===== src/rtl/sx_pkg.sv =====
package sx_pkg;
    localparam int VA_W    = 32;
    localparam int IDX_W   = 12;
    localparam int OFS_W   = VA_W - IDX_W;
    localparam int BASE_LO = 14;

    localparam logic [1:0] DESC_SECTION = 2'b10;

    typedef struct packed {
        logic [IDX_W-1:0] pfn;
        logic [3:0]       dom;
        logic [1:0]       ap;
        logic             c;
        logic             b;
    } sect_attr_t;

    typedef enum logic [1:0] {
        W_IDLE  = 2'd0,
        W_ISSUE = 2'd1,
        W_WAIT  = 2'd2
    } wstate_t;

    function automatic sect_attr_t unpack_desc(input logic [VA_W-1:0] d);
        sect_attr_t a;
        a.pfn = d[31:20];
        a.dom = d[8:5];
        a.ap  = d[11:10];
        a.c   = d[3];
        a.b   = d[2];
        return a;
    endfunction
endpackage


===== src/rtl/sx_tlb.sv =====
module sx_tlb
    import sx_pkg::*;
#(
    parameter int ENTRIES = 8
) (
    input  logic             clk,
    input  logic             rst_n,
    input  logic [IDX_W-1:0] lk_tag,
    output logic             lk_hit,
    output sect_attr_t       lk_attr,
    input  logic             flush,
    input  logic             ins_en,
    input  logic [IDX_W-1:0] ins_tag,
    input  sect_attr_t       ins_attr
);
    localparam int PW = (ENTRIES > 1) ? $clog2(ENTRIES) : 1;
    localparam logic [PW-1:0] LAST = PW'(ENTRIES - 1);

    typedef struct packed {
        logic [ENTRIES-1:0]            vld;
        logic [ENTRIES-1:0][IDX_W-1:0] tag;
        sect_attr_t [ENTRIES-1:0]      attr;
        logic [PW-1:0]                 ptr;
    } tlb_st_t;

    tlb_st_t st_d, st_q;
    logic [ENTRIES-1:0] match;

    for (genvar g = 0; g < ENTRIES; g++) begin : g_cmp
        assign match[g] = st_q.vld[g] && (st_q.tag[g] == lk_tag);
    end

    always_comb begin
        lk_attr = '0;
        for (int i = 0; i < ENTRIES; i++) begin
            if (match[i]) lk_attr = lk_attr | st_q.attr[i];
        end
        lk_hit = (|match) && !flush;
    end

    always_comb begin
        st_d = st_q;
        if (flush) begin
            st_d.vld = '0;
        end else if (ins_en) begin
            st_d.vld[st_q.ptr]  = 1'b1;
            st_d.tag[st_q.ptr]  = ins_tag;
            st_d.attr[st_q.ptr] = ins_attr;
            st_d.ptr = (st_q.ptr == LAST) ? '0 : st_q.ptr + 1'b1;
        end
    end

    always_ff @(posedge clk) begin
        if (!rst_n) st_q <= '0;
        else        st_q <= st_d;
    end
endmodule


===== src/rtl/sx_walk.sv =====
module sx_walk
    import sx_pkg::*;
(
    input  logic             clk,
    input  logic             rst_n,
    input  logic             xl_en,
    input  logic [VA_W-1:BASE_LO] base,
    input  logic             flush,
    input  logic             req_valid,
    input  logic [VA_W-1:0]  req_vaddr,
    output logic             req_ready,
    input  logic             hit,
    input  sect_attr_t       hit_attr,
    output logic             mem_rd,
    output logic [VA_W-1:0]  mem_addr,
    input  logic             mem_rvalid,
    input  logic [VA_W-1:0]  mem_rdata,
    output logic             rsp_valid,
    output logic [VA_W-1:0]  rsp_paddr,
    output logic             rsp_fault,
    output sect_attr_t       rsp_attr,
    output logic             ins_en,
    output logic [IDX_W-1:0] ins_tag,
    output sect_attr_t       ins_attr
);
    typedef struct packed {
        wstate_t         st;
        logic [VA_W-1:0] va;
        logic [VA_W-1:0] maddr;
        logic            kill;
        logic            rv;
        logic [VA_W-1:0] pa;
        logic            fault;
        sect_attr_t      attr;
    } walk_st_t;

    walk_st_t w_d, w_q;
    logic     is_sect;

    assign is_sect = (mem_rdata[1:0] == DESC_SECTION);

    always_comb begin
        w_d      = w_q;
        w_d.rv   = 1'b0;
        ins_en   = 1'b0;
        ins_tag  = w_q.va[VA_W-1:OFS_W];
        ins_attr = unpack_desc(mem_rdata);
        unique case (w_q.st)
            W_IDLE: begin
                if (req_valid) begin
                    w_d.va   = req_vaddr;
                    w_d.kill = 1'b0;
                    if (!xl_en) begin
                        w_d.rv    = 1'b1;
                        w_d.pa    = req_vaddr;
                        w_d.fault = 1'b0;
                        w_d.attr  = '0;
                    end else if (hit) begin
                        w_d.rv    = 1'b1;
                        w_d.pa    = {hit_attr.pfn, req_vaddr[OFS_W-1:0]};
                        w_d.fault = 1'b0;
                        w_d.attr  = hit_attr;
                    end else begin
                        w_d.st    = W_ISSUE;
                        w_d.maddr = {base, req_vaddr[VA_W-1:OFS_W], 2'b00};
                    end
                end
            end
            W_ISSUE: begin
                w_d.st = W_WAIT;
                if (flush) w_d.kill = 1'b1;
            end
            W_WAIT: begin
                if (flush) w_d.kill = 1'b1;
                if (mem_rvalid) begin
                    w_d.st    = W_IDLE;
                    w_d.rv    = 1'b1;
                    w_d.fault = !is_sect;
                    if (is_sect) begin
                        w_d.pa   = {mem_rdata[31:20], w_q.va[OFS_W-1:0]};
                        w_d.attr = unpack_desc(mem_rdata);
                    end else begin
                        w_d.pa   = '0;
                        w_d.attr = '0;
                    end
                    ins_en = is_sect && !w_q.kill && !flush;
                end
            end
            default: w_d.st = W_IDLE;
        endcase
    end

    always_ff @(posedge clk) begin
        if (!rst_n) w_q <= '0;
        else        w_q <= w_d;
    end

    assign req_ready = (w_q.st == W_IDLE);
    assign mem_rd    = (w_q.st == W_ISSUE);
    assign mem_addr  = w_q.maddr;
    assign rsp_valid = w_q.rv;
    assign rsp_paddr = w_q.pa;
    assign rsp_fault = w_q.fault;
    assign rsp_attr  = w_q.attr;
endmodule


===== src/rtl/sect_xlat.sv =====
module sect_xlat
    import sx_pkg::*;
#(
    parameter int TLB_ENTRIES = 8
) (
    input  logic        clk,
    input  logic        rst_n,
    input  logic        xl_en,
    input  logic        base_wr,
    input  logic [31:0] base_wdata,
    input  logic        flush,
    input  logic        req_valid,
    input  logic [31:0] req_vaddr,
    output logic        req_ready,
    output logic        rsp_valid,
    output logic [31:0] rsp_paddr,
    output logic        rsp_fault,
    output logic [3:0]  rsp_domain,
    output logic [1:0]  rsp_ap,
    output logic        rsp_c,
    output logic        rsp_b,
    output logic        mem_rd,
    output logic [31:0] mem_addr,
    input  logic        mem_rvalid,
    input  logic [31:0] mem_rdata
);
    typedef struct packed {
        logic [VA_W-1:BASE_LO] base;
    } base_st_t;

    base_st_t   b_d, b_q;
    logic       hit, ins_en;
    sect_attr_t hit_attr, ins_attr, rsp_attr;
    logic [IDX_W-1:0] ins_tag;
    logic       unused_bits;

    assign unused_bits = ^{base_wdata[BASE_LO-1:0]};

    always_comb begin
        b_d = b_q;
        if (base_wr) b_d.base = base_wdata[VA_W-1:BASE_LO];
    end

    always_ff @(posedge clk) begin
        if (!rst_n) b_q <= '0;
        else        b_q <= b_d;
    end

    sx_tlb #(.ENTRIES(TLB_ENTRIES)) u_tlb (
        .clk      (clk),
        .rst_n    (rst_n),
        .lk_tag   (req_vaddr[VA_W-1:OFS_W]),
        .lk_hit   (hit),
        .lk_attr  (hit_attr),
        .flush    (flush),
        .ins_en   (ins_en),
        .ins_tag  (ins_tag),
        .ins_attr (ins_attr)
    );

    sx_walk u_walk (
        .clk        (clk),
        .rst_n      (rst_n),
        .xl_en      (xl_en),
        .base       (b_q.base),
        .flush      (flush),
        .req_valid  (req_valid),
        .req_vaddr  (req_vaddr),
        .req_ready  (req_ready),
        .hit        (hit),
        .hit_attr   (hit_attr),
        .mem_rd     (mem_rd),
        .mem_addr   (mem_addr),
        .mem_rvalid (mem_rvalid),
        .mem_rdata  (mem_rdata),
        .rsp_valid  (rsp_valid),
        .rsp_paddr  (rsp_paddr),
        .rsp_fault  (rsp_fault),
        .rsp_attr   (rsp_attr),
        .ins_en     (ins_en),
        .ins_tag    (ins_tag),
        .ins_attr   (ins_attr)
    );

    assign rsp_domain = rsp_attr.dom;
    assign rsp_ap     = rsp_attr.ap;
    assign rsp_c      = rsp_attr.c;
    assign rsp_b      = rsp_attr.b;
endmodule


===== config.mk =====
export PLATFORM = sky130hd
export DESIGN_NAME = sect_xlat
export DESIGN_NICKNAME = d
export VERILOG_FILES = /design/src/rtl/sx_pkg.sv /design/src/rtl/sx_tlb.sv /design/src/rtl/sx_walk.sv /design/src/rtl/sect_xlat.sv
export SDC_FILE = /design/constraint.sdc
export NUM_CORES = 1
export LEC_CHECK = 0
export BUFFER_PORTS_ARGS = -buffer_cell sky130_fd_sc_hd__buf_2
export CORE_ASPECT_RATIO = 1.2
export CORE_MARGIN = 1.5
export CORE_UTILIZATION = 51
export DETAILED_ROUTE_END_ITERATION = 10
export PLACE_DENSITY_LB_ADDON = 0.25
export SLEW_MARGIN = 15
export SYNTH_ARGS = -nofsm -noshare
export SYNTH_HDL_FRONTEND = slang
export SYNTH_SLANG_ARGS = --single-unit
export TNS_END_PERCENT = 1

===== constraint.sdc =====
create_clock -name clk -period 4.5 [get_ports clk]
set_input_delay 0.675 -clock clk [delete_from_list [all_inputs] [get_ports clk]]
set_output_delay 0.675 -clock clk [all_outputs]
set_load 0.01 [all_outputs]

-- Yosys cells after proc, flatten, opt, wreduce, memory -nomap -nowiden
Cells that the tools add are included.
- bits in registers: 392
- input bits: 103
- $add $sub $neg: 1
- magnitude comparators: 2
- equal/unequal tests: 18
- mux-type cells: 34
- bitwise operators: 11
- reductions and logical operators: 27
- operators with widths (cell ; number):
    20-bit 2-to-1 mux ; 10
    54-bit 2-to-1 mux ; 3
    160-bit bitwise mux ; 1
    20-bit bitwise OR ; 7
    121-bit 2-to-1 mux ; 1
    54-bit case mux with 2 select lines ; 1
    96-bit bitwise mux ; 1
    12-bit equality test ; 8
    32-bit 2-to-1 mux ; 3
    20-bit demux with 3-bit select ; 1
    12-bit demux with 3-bit select ; 1
    1-bit logical AND ; 12
    12-bit 2-to-1 mux ; 1
    4-bit AND reduction ; 3
    2-bit inequality test, second input constant ; 4
    8-bit bitwise OR ; 1
    8-bit OR reduction ; 1
    2-bit 2-to-1 mux ; 3
    2-bit case mux with 3 select lines ; 1
    2-bit equality test, second input constant ; 2
    3-bit by 4-bit < comparator with 1-bit output, second input constant ; 1
    1-bit 2-to-1 mux ; 4
    2-bit AND reduction ; 2
    2-bit nonzero test ; 2
    14 further kinds ; 19

-- Logic depth before layout (Yosys ltp)
- depth after elaboration: 21
- depth in mapped cells: 11

-- Modules after synthesis
From an unflattened synthesis, not the netlist that was laid out.
- cells, all modules: 2185
- area, all modules: 18575.3 um^2
- modules (own cells, without submodules) (module ; times used ; cells each ; area each (um^2) ; seq. area each (um^2)):
    sx_tlb ; 1 ; 1471 ; 12191.7 ; 5345.1
    sx_walk ; 1 ; 657 ; 5695.5 ; 2382.3
    sect_xlat ; 1 ; 57 ; 688.2 ; 360.3

-- Worst setup path after synthesis
Ideal clock, no wire load.
- kind: input -> register
- start point: in req_vaddr[25]
- end point: reg u_walk.w_q, in the netlist u_walk.rsp_paddr[21]
- library setup time: 0.070 ns
- arrival: 2.424 ns
- required time: 4.430 ns
- path slack: 2.006 ns
- stages: 9
- path buffers: 2
- cells stage by stage: buf_4 xnor2_1 nand3_1 nor4_2 nor4_4 a2111oi_4 buf_4 a21oi_1 a21oi_1
- cells in the longest elaborated chain, start to end: 21
- elaborated cells between the ends (all ways): 39
- RTL lines (element ; RTL line ; source):
    start: declaration ; sect_xlat.sv:13 ; input logic [31:0] req_vaddr,
    12-bit equality test ; sx_tlb.sv:30 ; assign match[g] = st_q.vld[g] && (st_q.tag[g] == lk_tag);
    1-bit logical AND ; sx_tlb.sv:30 ;
    20-bit 2-to-1 mux ; sx_tlb.sv:36 ; if (match[i]) lk_attr = lk_attr | st_q.attr[i];
    20-bit bitwise OR ; sx_tlb.sv:36 ;
    20-bit 2-to-1 mux ; sx_tlb.sv:36 ;
    20-bit bitwise OR ; sx_tlb.sv:36 ;
    20-bit 2-to-1 mux ; sx_tlb.sv:36 ;
    20-bit bitwise OR ; sx_tlb.sv:36 ;
    [5 not listed] ; n/a ;
    20-bit bitwise OR ; sx_tlb.sv:36 ;
    20-bit 2-to-1 mux ; sx_tlb.sv:36 ;
    20-bit bitwise OR ; sx_tlb.sv:36 ;
    20-bit 2-to-1 mux ; sx_tlb.sv:36 ;
    54-bit 2-to-1 mux ; sx_walk.sv:58 ; end else if (hit) begin
    54-bit 2-to-1 mux ; sx_walk.sv:53 ; if (!xl_en) begin
    121-bit 2-to-1 mux ; sx_walk.sv:50 ; if (req_valid) begin
    54-bit case mux with 2 select lines ; sx_walk.sv:48 ; unique case (w_q.st)
    end signal: assignment ; sx_walk.sv:95 ; else w_q <= w_d;
    end: declaration ; sx_walk.sv:37 ; walk_st_t w_d, w_q;
Parallel ways exist; a longest one is shown, timed or not. The select of a mux whose other input is x is not followed.
A chain may end at the register's enable or synchronous reset.

-- Worst setup path after layout
- start point: reg u_walk.w_q[119] (netlist bit)
- end point: reg u_walk.w_q, in the netlist u_walk.rsp_paddr[24]
- cells in the longest elaborated chain, start to end: 3
- elaborated cells between the ends (all ways): 8
- RTL lines (element ; RTL line):
    2-bit equality test or 2-bit logical NOT (tied branches) ; sx_walk.sv:48
    2-bit inequality test (no line) (tied with other cells) ; n/a
    4-bit AND reduction (no line) ; n/a
Parallel ways exist; a longest one is shown, timed or not.

==> flow_results.org <==
** Cells and area
- After the last flow step, the layout net total stands at 2217.
- Summing all non-filler instances in the final layout gives an area of 19660 um2.
- Sequential cell area :: 7848 um2
- Fill cells in the final layout number 3161.
- Share of final-layout standard cells stronger than drive strength 1 :: 13.49%
- From synthesis to final layout, the design area changed by 9.272%.
- Combined area of the multi-input logic cells :: 8905 um2

** Min path
- In this run the worst hold path is classified as in2reg.
- Worst min-delay path startpoint :: base_wdata[22]

** Logic synthesis
- Post-synthesis area per instance :: 8.363 um2
- Synth async-reset ratio :: 0%
- EDFF count, synth :: 0
- Yosys attributes the largest share of cell area to dfxtp_1 (44%), nand2_1 (14%), a21boi_1 (10%).
- Primary FF master, synth :: dfxtp_1
- The synthesized netlist contains 42 unique library cells.
- Cell type with the highest aggregate area in the netlist :: dfxtp_1
- Area of the mapped netlist :: 17990 um2
- Cell count after synthesis :: 2151
- During synthesis, Yosys emitted a total of 0 warnings.
- Sequential fraction of the synthesis area :: 43.63%
- In this run, synthesis produced a sequential element count of 392.
- Area share of the largest cell type after synthesis :: 43.63%

** Clock tree
- After clock tree synthesis, the clock-pin slew on the worst setup and hold paths is 0.06 ns.
- TritonCTS built the clock tree.
- The clock passes through at most 3 buffers.
- The clock tree synthesis step divided the H-tree into 2 levels.
- After clock tree synthesis, the flow added hold-fix buffers numbering 0.
- Total CTS buffers :: 39
- The number of gates resized after CTS was 0.
- Clock latency reported for the late side of the worst-skew pair :: 0.54 ns
- Total setup buffers inserted after CTS :: 0
- Count of clock tree sinks :: 392
- The tree is rooted in a clkbuf_16.

** Worst setup path
- Kind of launch point of the worst setup path :: flip-flop
- Worst setup startpoint :: u_walk.w_q[119]
- STA puts the critical path data required time at 4.97 ns.
- Of all nets on the critical path, the largest fanout is 26.
- RR Startpoint :: u_walk.w_q[119]
- Capturing element type of the critical path :: flip-flop
- WS Path Type :: reg2reg
- Data arrival time of the critical path :: 3.59 ns

** Drt
- Summing over every cut layer, the via total after detailed routing is 14630.
- Met2 layer wire length in the routed design :: 23890 um
- Dividing the detail-routed via count by the number of cells gives 5.631.
- Met3 wirelength from detailed routing :: 3130 um
- Post-detailed-route DRC marker count :: 0
- First-iteration detailed-routing DRC count :: 1294
- After detailed routing, the total wire length is 49800 um.
- Signal routing reaches up to met5.
- Remaining antenna violation count :: 0
- Number of iterations in the first detailed-routing pass :: 5
- Met1 Routed Length :: 21060 um
- In the final routed layout, each cell accounts on average for 19.17 um.

** Die
- Pin placement for this block handled 179 I/O pins.
- Die H :: 208.7 um
- Cell Rows :: 75
- Die width :: 174.4 um
- Core Area :: 34810 um2
- Area enclosed by the die boundary :: 36410 um2
- Initial cell density of the core :: 51.67%

** Global route
- Global-route wire length before repair :: 78640 um
- Via count of the first global-routing pass :: 14180
- Antenna violations before repair :: 2
- Maximum number of pins on one net before global-route repair :: 169
- After global routing the overflow that remains totals 0.
- GR Util All Layers :: 27.15%

** Timing
- Clock Skews :: 0.01485 ns
- Setup TNS :: 0 ns
- Setup Viol. Count Final :: 0
- Timing would allow up to 320.0 MHz.
- Share of the cycle needed by the critical path after routing :: 69.44%
- The count of final max-slew check failures came to 0.
- The final-report hold violation count came to 0.
- For the finished layout, the period the worst path requires is 3.125 ns.
- Setup repair after global routing left no endpoint under its margin.
- Worst Tran Pin Value :: 1.220 ns
- Measured against its own limit, the worst slew margin works out to 18.39%.

** Place
- The placed instances occupy a cell area of 18390 um2.
- The wire-length estimate of the detail-placed layout is 28690 um.
- Input and output buffers added on the ports amount to 152.
- At the end of routability-driven placement, the weighted congestion stood at 0.7960.

** Power and ir drop
- Across the VDD grid, the largest voltage drop is 274.6 uV.
- In this run the power density over the cells is 384.0 nW/um2.
- The completed layout was analyzed and its total power is 7548 uW.
- The analysis attributes to cell leakage a power of 0.007092 uW.

** Run status
- The run finished with clean final reports.

** Flow run
- Max-cap violations in this run came to 0.
[sequential cells by signal, indices dropped and copies added (netlist names)]
name,flops
u_walk.rsp_valid,1
u_walk.rsp_fault,1
b_q,18
u_tlb.st_q,267
u_walk.rsp_paddr,32
u_walk.mem_addr,30
u_walk.rsp_attr,8
u_walk.ins_tag,12
u_walk.w_q,23
[kinds of logic after synthesis]
family                     after synthesis  synth area share, %
xor gates and xnor gates                96                4.674
adders and majority gates                5               0.3478
other                                    1              0.02085
DFF                                    392                43.63
muxes                                   49                2.727
AOI/OAI and AO/OA                      526                22.31
and+or+nand+nor                        807                18.71
buffers and inverters                  275                7.589
[routing by layer]
layer,vias up,global-route usage (%)
met4,2,11.44
met5,-,0
met2,443,46.24
li1,7027,-
met1,7063,34.17
met3,95,4.057
[cell type report]
class                           instances  area share [%]
Multi-Input combinational cell       1485           45.30
Sequential cell                       392           39.92
Clock buffer                           59           5.920
Timing Repair Buffer                  187           5.321
Tap cell                              462           2.941
Clock inverter                          8          0.5029
Inverter                                4         0.07638
Antenna cell                            1         0.01273
[critical path, cell delays in order (launching register included)]
cell and delay (ns):
dfxtp_1 0.31, inv_1 0.11, ha_1 0.19, buf_4 0.31, nand2_1 0.47, nor2_1 1.08
a22o_1 0.26, a21oi_1 0.11, a21oi_1 0.18
[through the flow]
step	setup WS (ns)	hold slack, ns	cells	util [%]
after floorplan	2.006	0.4347	2152	-
after global placement	0.9901	0.4388	2530	52.83
after detailed placement	0.9340	0.4430	2530	52.83
after CTS	1.426	0.3761	2597	56.45
after global routing	1.177	0.3947	2598	56.46
final	1.375	0.3900	2598	56.46
[worst paths after layout]
check | end | slack [ns] | cells past startpoint
max | u_walk.rsp_paddr[24] | 1.38 | 8
min | b_q[8] | 0.39 | 3
max reg2reg | u_walk.rsp_paddr[24] | 1.38 | 8
min reg2reg | u_tlb.st_q[82] | 0.45 | 2
[where the power goes]
group / switching (uW) / internal [uW] / leakage [uW] / total, uW
clock: 1360 / 1900 / 0.000619 / 3260
combinational: 392 / 259 / 0.00330 / 651
sequential: 71.9 / 3560 / 0.00318 / 3630
total: 1830 / 5720 / 0.00709 / 7550
[cell usage in the layout, fill, tap and decap left out, drive strengths merged, types with 2 or more instances in the layout]
| cell | netlist | final |
|---|---|---|
| a21oi | 39 | 39 |
| or2 | 4 | 4 |
| bufinv | 0 | 2 |
| xnor2 | 96 | 96 |
| nor2b | 23 | 23 |
| o21ai | 2 | 2 |
| a22o | 12 | 12 |
| nand3 | 8 | 8 |
| conb | 1 | 2 |
| nand2b | 5 | 5 |
| a21boi | 289 | 289 |
| nor4 | 12 | 12 |
| nand2 | 655 | 655 |
| buf | 96 | 187 |
| nand4 | 38 | 38 |
| a21o | 20 | 20 |
| clkbuf | 175 | 59 |
| a22oi | 88 | 88 |
| ha | 5 | 5 |
| clkinv | 0 | 4 |
| o21a | 9 | 9 |
| nor2 | 46 | 46 |
| mux2i | 49 | 49 |
| o22ai | 2 | 2 |
| a211oi | 21 | 21 |
| nor3b | 2 | 2 |
| o31ai | 40 | 40 |
| nor3 | 7 | 7 |
| dfxtp | 392 | 392 |
| inv | 4 | 5 |
| or3 | 4 | 4 |
| a2111oi | 2 | 2 |
[Yosys cell counts, types with 2 or more instances]
| cell type | instances |
|---|---|
| a2111oi_4 | 2 |
| a21oi_1 | 38 |
| a211oi_2 | 21 |
| o22ai_1 | 2 |
| nand2_1 | 655 |
| nor4_4 | 2 |
| a22o_1 | 12 |
| inv_1 | 4 |
| a21boi_1 | 249 |
| o21a_1 | 9 |
| a21boi_0 | 40 |
| a22oi_1 | 88 |
| nand4_1 | 38 |
| dfxtp_1 | 392 |
| or2_1 | 4 |
| mux2i_1 | 49 |
| buf_4 | 86 |
| nor2b_1 | 23 |
| nand2b_1 | 5 |
| buf_2 | 8 |
| buf_1 | 2 |
| o21ai_1 | 2 |
| nor4_2 | 8 |
| nor3b_1 | 2 |
| clkbuf_1 | 175 |
| nor3_1 | 6 |
| xnor2_1 | 96 |
| ha_1 | 5 |
| nand3_1 | 8 |
| nor2_1 | 46 |
| o31ai_1 | 40 |
| a21o_1 | 20 |
| nor4_1 | 2 |
| or3_1 | 4 |
(Power assumes the default switching activity.)
